## src/rtl/rfs_pkg.sv

```systemverilog
package rfs_pkg;
  localparam int RES_W   = 10;
  localparam int SUB_W   = 2;
  localparam int LEAD_W  = 4;
  localparam int FRAME_W = LEAD_W + RES_W + SUB_W;

  typedef enum logic [1:0] {SRC_NONE, SRC_TMP, SRC_ADC} src_e;

  function automatic logic [FRAME_W-1:0] adc_frame(input logic [RES_W-1:0] d);
    return {{LEAD_W{1'b0}}, d, {SUB_W{1'b0}}};
  endfunction

  function automatic logic [FRAME_W-1:0] tmp_frame(input logic [RES_W+SUB_W-1:0] t);
    return {{LEAD_W{1'b0}}, t};
  endfunction
endpackage

```

## src/rtl/rfs_ring.sv

```systemverilog
module rfs_ring #(
  parameter int DEPTH = 16,
  parameter int W     = 10,
  localparam int AW   = (DEPTH > 1) ? $clog2(DEPTH) : 1,
  localparam int CW   = $clog2(DEPTH + 1)
) (
  input  logic          clk,
  input  logic          rst_n,
  input  logic          push,
  input  logic [W-1:0]  din,
  input  logic          pop,
  output logic [W-1:0]  dout,
  output logic [CW-1:0] count,
  output logic          ovw,
  output logic          popped
);
  localparam logic [CW-1:0] FULL = CW'(DEPTH);
  localparam logic [AW-1:0] LAST = AW'(DEPTH - 1);

  function automatic logic [AW-1:0] nxt(input logic [AW-1:0] p);
    return (p == LAST) ? '0 : p + 1'b1;
  endfunction

  logic [W-1:0]  mem [DEPTH];
  logic [AW-1:0] head, tail;
  logic          drop;

  assign popped = pop && (count != '0);
  assign ovw    = push && !popped && (count == FULL);
  assign drop   = popped || ovw;
  assign dout   = mem[head];

  always_ff @(posedge clk) begin
    if (push) mem[tail] <= din;
  end

  always_ff @(posedge clk or negedge rst_n) begin
    if (!rst_n) begin
      head  <= '0;
      tail  <= '0;
      count <= '0;
    end else begin
      if (push) tail <= nxt(tail);
      if (drop) head <= nxt(head);
      if (push && !drop)      count <= count + 1'b1;
      else if (!push && drop) count <= count - 1'b1;
    end
  end
endmodule

```

## src/rtl/rfs_tslot.sv

```systemverilog
module rfs_tslot #(
  parameter int TW = 12
) (
  input  logic          clk,
  input  logic          rst_n,
  input  logic          wr,
  input  logic [TW-1:0] din,
  input  logic          sel,
  input  logic          rel,
  output logic          valid,
  output logic [TW-1:0] dout
);
  logic fresh;

  always_ff @(posedge clk or negedge rst_n) begin
    if (!rst_n) begin
      valid <= 1'b0;
      fresh <= 1'b0;
      dout  <= '0;
    end else if (wr) begin
      dout  <= din;
      valid <= 1'b1;
      fresh <= 1'b1;
    end else begin
      if (sel) fresh <= 1'b0;
      if (rel && !fresh) valid <= 1'b0;
    end
  end
endmodule

```

## src/rtl/rfs_shifter.sv

```systemverilog
module rfs_shifter #(
  parameter int FW = 16,
  localparam int BW = $clog2(FW + 1)
) (
  input  logic          clk,
  input  logic          rst_n,
  input  logic          cs_n,
  input  logic          sclk,
  input  logic [FW-1:0] word,
  output logic          load,
  output logic          done,
  output logic          sdo
);
  localparam logic [BW-1:0] LASTB = BW'(FW - 1);
  localparam logic [BW-1:0] ENDB  = BW'(FW);

  logic          cs_q, sclk_q, active;
  logic          sc_rise, sc_fall;
  logic [BW-1:0] bitcnt;
  logic [FW-1:0] shreg;

  assign load    = cs_q && !cs_n;
  assign sc_rise = !sclk_q && sclk && !cs_n;
  assign sc_fall = sclk_q && !sclk && !cs_n;
  assign done    = !load && sc_rise && (bitcnt == LASTB);
  assign sdo     = active && !cs_n && shreg[FW-1];

  always_ff @(posedge clk or negedge rst_n) begin
    if (!rst_n) begin
      cs_q   <= 1'b1;
      sclk_q <= 1'b0;
      active <= 1'b0;
      bitcnt <= '0;
      shreg  <= '0;
    end else begin
      cs_q   <= cs_n;
      sclk_q <= sclk;
      if (cs_n) active <= 1'b0;
      if (load) begin
        shreg  <= word;
        bitcnt <= '0;
        active <= 1'b1;
      end else begin
        if (sc_rise && bitcnt != ENDB) bitcnt <= bitcnt + 1'b1;
        if (sc_fall) shreg <= {shreg[FW-2:0], 1'b0};
      end
    end
  end
endmodule

```

## src/rtl/result_fifo_serial.sv

```systemverilog
module result_fifo_serial
  import rfs_pkg::*;
#(
  parameter int DEPTH = 16,
  localparam int CW   = $clog2(DEPTH + 1)
) (
  input  logic                   clk,
  input  logic                   rst_n,
  input  logic                   adc_wr,
  input  logic [RES_W-1:0]       adc_data,
  input  logic                   tmp_wr,
  input  logic [RES_W+SUB_W-1:0] tmp_data,
  input  logic                   cs_n,
  input  logic                   sclk,
  output logic                   sdo,
  output logic [CW-1:0]          adc_count,
  output logic                   tmp_valid
);
  logic [RES_W-1:0]       head_data;
  logic [RES_W+SUB_W-1:0] tmp_val;
  logic [FRAME_W-1:0]     word;
  logic                   load_evt, done_evt, adc_ovw, adc_pop, adc_popped;
  logic                   tmp_sel, tmp_rel, claim_q;
  src_e                   sel_src, src_q;

  always_comb begin
    if (tmp_valid)            sel_src = SRC_TMP;
    else if (adc_count != '0) sel_src = SRC_ADC;
    else                      sel_src = SRC_NONE;
    case (sel_src)
      SRC_TMP: word = tmp_frame(tmp_val);
      SRC_ADC: word = adc_frame(head_data);
      default: word = '0;
    endcase
  end

  assign tmp_sel = load_evt && (sel_src == SRC_TMP);
  assign tmp_rel = done_evt && (src_q == SRC_TMP);
  assign adc_pop = done_evt && (src_q == SRC_ADC) && claim_q;

  always_ff @(posedge clk or negedge rst_n) begin
    if (!rst_n) begin
      src_q   <= SRC_NONE;
      claim_q <= 1'b0;
    end else if (load_evt) begin
      src_q   <= sel_src;
      claim_q <= (sel_src == SRC_ADC) && !adc_ovw;
    end else if (adc_ovw || adc_pop) begin
      claim_q <= 1'b0;
    end
  end

  rfs_ring #(.DEPTH(DEPTH), .W(RES_W)) u_ring (
    .clk(clk), .rst_n(rst_n), .push(adc_wr), .din(adc_data), .pop(adc_pop),
    .dout(head_data), .count(adc_count), .ovw(adc_ovw), .popped(adc_popped)
  );

  rfs_tslot #(.TW(RES_W + SUB_W)) u_tslot (
    .clk(clk), .rst_n(rst_n), .wr(tmp_wr), .din(tmp_data), .sel(tmp_sel),
    .rel(tmp_rel), .valid(tmp_valid), .dout(tmp_val)
  );

  rfs_shifter #(.FW(FRAME_W)) u_shift (
    .clk(clk), .rst_n(rst_n), .cs_n(cs_n), .sclk(sclk), .word(word),
    .load(load_evt), .done(done_evt), .sdo(sdo)
  );
endmodule

```

## config.mk

```make
export PLATFORM = sky130hd
export DESIGN_NAME = result_fifo_serial
export DESIGN_NICKNAME = d
export VERILOG_FILES = /design/src/rtl/rfs_pkg.sv /design/src/rtl/rfs_ring.sv /design/src/rtl/rfs_tslot.sv /design/src/rtl/rfs_shifter.sv /design/src/rtl/result_fifo_serial.sv
export SDC_FILE = /design/constraint.sdc
export NUM_CORES = 1
export LEC_CHECK = 0
export BUFFER_PORTS_ARGS = -buffer_cell sky130_fd_sc_hd__buf_2
export CAP_MARGIN = 30
export CORE_MARGIN = 10
export CORE_UTILIZATION = 60
export CTS_CLUSTER_SIZE = 16
export DETAILED_ROUTE_END_ITERATION = 7
export GPL_ROUTABILITY_DRIVEN = 0
export PLACE_DENSITY_LB_ADDON = 0.12
export SETUP_SLACK_MARGIN = 0.02
export SLEW_MARGIN = 15
export SYNTH_ARGS = -nofsm -noshare
export SYNTH_HDL_FRONTEND = slang
export SYNTH_SLANG_ARGS = --single-unit
```

## constraint.sdc

```tcl
create_clock -name clk -period 4.4 [get_ports clk]
set_clock_uncertainty 0.2 [all_clocks]
set_input_delay 0.22 -clock clk [delete_from_list [all_inputs] [get_ports clk]]
set_output_delay 0.22 -clock clk [all_outputs]
set_load 0.005 [all_outputs]
```

# Yosys cells after proc, flatten, opt, wreduce, memory -nomap -nowiden
# Memories as Yosys holds them, arrays and structs flattened.
# Index checks and enable logic that the tools add are counted.
[op_classes]
addsub = 5
bitwise_logic = 0
mul = 0
div_mod_pow = 0
reduce_logical = 40
n_lt_le_gt_ge = 0
muxes = 21
eq_ne = 9
shift = 0
[op_table]
columns = ["cell", "count"]
rows = [
  ["$mux 16", 2],
  ["$pmux 12 s2", 1],
  ["$logic_and 1x1->1", 21],
  ["$mux 5", 4],
  ["$reduce_bool 2->1", 7],
  ["$add 5x1->5 const B", 2],
  ["$mux 1", 10],
  ["$logic_not 1->1", 9],
  ["$add 4x1->4 const B", 2],
  ["$eq 4x4->1 const B", 2],
  ["$mux 4", 2],
  ["$eq 5x4->1 const B", 1],
  ["$eq 5x5->1 const B", 1],
  ["$ne 5x5->1 const B", 1],
  ["$reduce_bool 5->1", 1],
  ["$sub 5x1->5 const B", 1],
  ["$eq 2x1->1 const B", 2],
  ["$eq 2x2->1 const B", 2],
  ["$mux 2", 2],
  ["$logic_or 1x1->1", 2],
]
[word_totals]
latchBits = 0
output_inout_bits = 7
mem_bits_rw = 160
register_bits = 54
input_bits = 28
elab_cells = 89
mem_bits_ro = 0
mem_count = 1
[mem_list]
columns = ["name", "depth", "word_bits", "rd", "rd_ports_with_merged_regs", "wr", "line", "source"]
rows = [
  ["u_ring.mem", 16, 10, 1, 0, 1, "rfs_ring.sv:24", "logic [W-1:0] mem [DEPTH];"],
]

# Depth between registers and ports, before layout
[logic_depth]
word_depth = 15
depth_mapped = 14
mapped_depth_nobuf = 14

# Modules after synthesis
# From an unflattened synthesis, not the netlist that was laid out.
[hier_totals]
cells_unflattened = 555
area_unflattened_um2 = 9146.3
[modules_own_cells]
columns = ["mod", "instances", "seq_area_each_um2", "area_each_um2", "cells_per_inst"]
rows = [
  ["rfs_ring", 1, 5129.9, 7076.8, 393],
  ["rfs_shifter", 1, 601.8, 1221.2, 100],
  ["rfs_tslot", 1, 350.3, 554.3, 31],
  ["result_fifo_serial", 1, 75.1, 294.0, 31],
]

# Least setup slack after synthesis
# Ideal clock, no wire load.
[synth_path]
path_type = "register to register"
startpoint = "reg u_shift.bitcnt[0]"
endpoint = "reg u_ring.count[4]"
required_time_ns = 4.120
path_slack_ns = 1.068
arrival_ns = 3.052
setup_time_ns = 0.080
stages_incl_launch_ff = 15
path_buffers = 0
synth_period_minus_slack_ns = 3.332
cell_sequence = "dfrtp_1 -> ha_1 -> and3_1 -> ha_1 -> or4bb_1 -> a211oi_2 -> or2_4 -> inv_1 -> ha_1 -> inv_1 -> ha_1 -> a21o_1 -> a21oi_1 -> mux2i_1 -> xnor2_1"
[synth_between]
elab_chain_len = 12
elab_cells_between_ends = 14
cone_classes = "eq/ne (1); mux (1); reduce/logical (12)"
[synth_rtl]
columns = ["element", "line", "source"]
rows = [
  ["from (decl)", "rfs_shifter.sv:19", "logic [BW-1:0] bitcnt;"],
  ["from (signal assigned)", "rfs_shifter.sv:44", "if (sc_rise && bitcnt != ENDB) bitcnt <= bitcnt + 1'b1;"],
  ["$eq 5x4->1 (*)", "rfs_shifter.sv:25", "assign done = !load && sc_rise && (bitcnt == LASTB);"],
  ["$logic_and 1x1->1 (*)", "rfs_shifter.sv:25", ""],
  ["$logic_and 1x1->1 (*) (2 in series)", "result_fifo_serial.sv:39", "assign adc_pop = done_evt && (src_q == SRC_ADC) && claim_q;"],
  ["$logic_and 1x1->1 (*)", "rfs_ring.sv:28", "assign popped = pop && (count != '0);"],
  ["$logic_not 1->1", "rfs_ring.sv:29", "assign ovw = push && !popped && (count == FULL);"],
  ["$logic_and 1x1->1 (2 in series)", "rfs_ring.sv:29", ""],
  ["$logic_or 1x1->1 (*)", "rfs_ring.sv:30", "assign drop = popped || ovw;"],
  ["$logic_not 1->1", "rfs_ring.sv:45", "if (push && !drop) count <= count + 1'b1;"],
  ["$logic_and 1x1->1", "rfs_ring.sv:45", ""],
  ["$mux 5 / $reduce_bool 2->1 (equally long branches)", "--", ""],
  ["to (signal assigned)", "rfs_ring.sv:45", ""],
  ["to (signal assigned)", "rfs_ring.sv:46", "else if (!push && drop) count <= count - 1'b1;"],
  ["to (decl)", "rfs_ring.sv:13", "output logic [CW-1:0] count,"],
]
# Mark *: on every way between the ends. The rest lies on a longest branch, timed or not.
# A chain may end at the register's enable or synchronous reset.

# Final worst setup path
# Ends and elaborated chain as after synthesis.

==> summary.md <==
| Metric | Value |
|---|---|
| Number of I/O port buffers | 34 |
| Category of the most critical setup path | reg -> reg |
| Sequential-to-total area share from yosys stat | 68.7% |
| All-Layer GR Usage | 17.0% |
| Drt first pass iters | 4 |
| Starting DRC count in detailed routing | 273 |
| Synthesized area per cell | 16.5 µm² |
| Number of unique standard cell types used by synthesis | 51 |
| Hold Vio Cnt, Final | 0 |
| Core outline area | around 15,000 µm² |
| Worst setup SP type | register |
| First-pass GRT wire length | 27,700 µm |
| Sequential cell area in the final layout | 6160 µm² |
| Reg2Reg Setup Slack | 680 ps |
| Setup repair after global routing missed its margin | false |
| Total via count after detailed routing | just under 5,000 |
| Yosys warning total | 0 |
| Worst setup slack after placement | 677 ps |
| TritonCTS clock tree | done |
| Number of standard cells after synthesis | 543 |
| Maximum fanout count along the critical path | 5 |
| Largest net degree at the start of global routing | 55 |
| Max clock buf depth | 3 |
| Horiz. Die Dim | ~140 µm |
| Final sum of negative setup slack | 0 ps |
| CTS HTree Levels | 1 |
| Overall power after layout | about 0.006 W |
| Leakage power total | 3.83 nW |
| Fraction of the cycle the final worst path needs | 84.5% |
| Filler cell count in the final layout | 889 |
| Post-Synthesis Cell Area | 8960 µm² |
| Sink count of the clock tree | approximately 210 |
| Achievable Freq | 269 MHz |
| Tightest slew margin relative to the limit | 40.2% |
| Cells on worst reg2reg path | 14 |
| Slowest stage cell on the critical path | sky130_fd_sc_hd__or4bb_1 |
| Crit path top cell by count | sky130_fd_sc_hd__ha_1 |
| Final worst setup slack | 681 ps |
| Synth Register Bits | between 200 and 250 |
| Sequence of cells on the critical path | ha_1 -> and3_1 -> ha_1 -> or4bb_1 -> a211oi_2 -> or2_4 -> inv_1 -> ha_1 -> inv_1 -> ha_1 -> a21o_1 -> a21oi_1 -> mux2i_1 -> xnor2_1 |
| Setup violations, final | 0 |
| Endpoint kind of the worst setup timing path | register |
| Top library cells by usage in the layout, fill and taps aside | sky130_fd_sc_hd__edfxtp_1 (160), sky130_fd_sc_hd__dfrtp_1 (51), sky130_fd_sc_hd__nand2_1 (41), sky130_fd_sc_hd__nor2_1 (35), sky130_fd_sc_hd__buf_2 (34) |
| Final-report max-slew violation count | 0 |
| HPWL after detailed placement | about 11,000 µm |
| Worst min-delay path class | in -> async |
| I/O pin cnt | 35 |
| Die Area | 20,200 µm² |
| Required time of the critical path | 4630 ps |
| Total wirelength of the detailed-routed design | about 17,000 µm |
| Total area of multi-input combinational cells | between 2000 and 3000 µm² |
| Effective utilization at floorplan | 61.4% |
| Final Net Count | 665 |
| TritonCTS Buffers | 23 |
| Register clock-pin slew on the reported worst setup and hold paths | 60 ps |
| Synth area leader | sky130_fd_sc_hd__edfxtp_1 |
| Detail-routed net length per standard cell | 20.3 µm |
| Most used DFF post-synth | sky130_fd_sc_hd__edfxtp_1 |
| Remaining number of nets flagged by the antenna check after routing | 0 |
| Delay of the slowest cell on the worst path | 530 ps |
| Fraction of registers with async set or reset after synthesis | about 25% |
| Least-Margin Pin Slew | 892 ps |
| Most common cell after layout, fill and taps aside | sky130_fd_sc_hd__edfxtp_1 |
| Worst vdd rail ir drop | approximately 0.38 mV |
| Number of antenna diodes | 0 |
| Max Cap Violations | 0 |
| Number of setup buffers added after CTS | 0 |
| Die Height | between 100 and 150 µm |
| Number of flops mapped to enable cells by yosys | 160 |
| Final non-filler cell total | 825 |
| Arrival time reported for the critical path endpoint | 3950 ps |
| Top cells by area in the synthesized netlist | sky130_fd_sc_hd__edfxtp_1 (54%), sky130_fd_sc_hd__dfrtp_1 (15%), sky130_fd_sc_hd__mux4_2 (6.3%), sky130_fd_sc_hd__mux2_2 (3.0%), sky130_fd_sc_hd__mux2i_1 (2.3%) |
| P&R area growth vs syn | 17.0% |
| Initial antenna violation count | 0 |
| Share of the synthesized area in the top cell type | 53.6% |
| Detailed-route DRC error count | 0 |
| Total number of placement rows | 44 |
| Detail-routed via count per cell | 5.84 |
| Placed Cells | 748 |
| Layout cell share with drive strength beyond 1 | 24.5% |
| Result of the run | finished, final reports clean |
| Ratio of total power to cell area | around 570 nW/µm² |
| Clock latency reported for the late side of the worst-skew pair | 510 ps |
| Via count of the first global-routing pass | 4,963 |
| Clk root buf | sky130_fd_sc_hd__clkbuf_16 |
| Clock period minus final worst setup slack | ~3700 ps |
| Global route overflow | 0 |
| Synthesized netlist net count | 584 |
[logic make-up (layout without fill, tap and decap cells)]
group / Yosys count / count (layout) / share of synthesized area, %
xor gates and xnor gates: 10 / 10 / 0.978
and+or+nand+nor: 127 / 127 / 6.99
AOI/OAI and AO/OA: 59 / 59 / 5.17
DFF: 214 / 214 / 68.7
adders and majority gates: 13 / 13 / 1.90
muxes: 78 / 78 / 13.8
buffers and inverters: 42 / 140 / 2.39
[power breakdown]
part           internal [W]  switching (W)  total (W)
registers           0.00241       0.000240    0.00265
clock network       0.00121       0.000780    0.00199
logic              0.000657       0.000635    0.00129
total               0.00428        0.00165    0.00593
[cell type report]
| cell class | instances | share of cell area (%) |
|---|---|---|
| clock inverter | 17 | 2.04 |
| multi-input combinational | 287 | 24.8 |
| tap | 184 | 2.20 |
| timing repair buffer | 86 | 6.16 |
| clock buffer | 25 | 5.57 |
| sequential | 214 | 58.8 |
| inverter | 12 | 0.430 |
[final timing paths]
path / from / to
min in group clk: sclk / u_shift.sclk_q
max in group asynchronous: rst_n / u_ring.head[1]
hold reg to reg: u_tslot.fresh / u_tslot.fresh
setup / recovery: u_shift.bitcnt[0] / u_ring.count[4]
hold / removal: rst_n / u_shift.bitcnt[2]
setup reg to reg: u_shift.bitcnt[0] / u_ring.count[4]
[critical path, delay by kind of cell (launching register included)]
kind / cells / cell delay (ps)
adders and majority gates: 4 / 870
buffers and inverters: 2 / 210
DFF: 1 / 410
muxes: 1 / 250
and+or+nand+nor: 3 / 880
xor gates and xnor gates: 1 / 150
AOI/OAI and AO/OA: 3 / 650
[what timing repair did]
item | 4_1_cts | 5_1_grt
setup endpoints to repair | 0 | 0
gates resized for setup | 0 | 0
endpoints found under the hold margin | 234 | 0
hold buffers | 31 | 0
[per-layer routing]
layer  GRT usage (%)  share of wire (%)  up-vias
li1                -                  -     2262
met1            23.3                 45     2437
met2            27.8                 49       98
met3            3.27                4.8       20
met4            3.82                1.6        0
met5               0                  0        -
[per-stage QoR]
| stage | utilization (%) | hold WS (ps) | area (µm²) |
|---|---|---|---|
| 6_report | 71.8 | 168 | 10500 |
| 5_1_grt | 71.8 | 226 | 10500 |
| 4_1_cts | 71.6 | 181 | 10400 |
| 3_5_place_dp | 64.0 | 175 | 9340 |
| 3_3_place_gp | 63.6 | 171 | 9270 |
| 2_1_floorplan | - | -276 | 8960 |
[flip-flops by register name, summed over array words and instances (netlist names)]
name / cells
u_shift.bitcnt: 5
claim_q: 1
u_ring.tail: 4
u_tslot.fresh: 1
u_shift.sclk_q: 1
u_shift.active: 1
u_shift.shreg: 16
u_tslot.valid: 1
u_ring.mem: 160
u_ring.head: 4
u_shift.cs_q: 1
u_ring.count: 5
u_tslot.dout: 12
src_q: 2
[Yosys cell counts (all sizes together), types with 2 or more instances]
master	number
a21oi	9
mux2i	21
nor3	2
o221ai	16
ha	12
nor2	35
nand2	41
nand4	3
a221o	2
nand4bb	2
edfxtp	160
dfrtp	53
a21o	4
mux4	32
a22oi	9
nand3	13
inv	12
xor2	3
nor2b	4
a211oi	2
buf	15
clkbuf	15
nor3b	6
o211ai	2
o21ai	8
xnor2	7
or2	3
and3	10
nand2b	5
mux2	25
(Power assumes the default switching activity.)
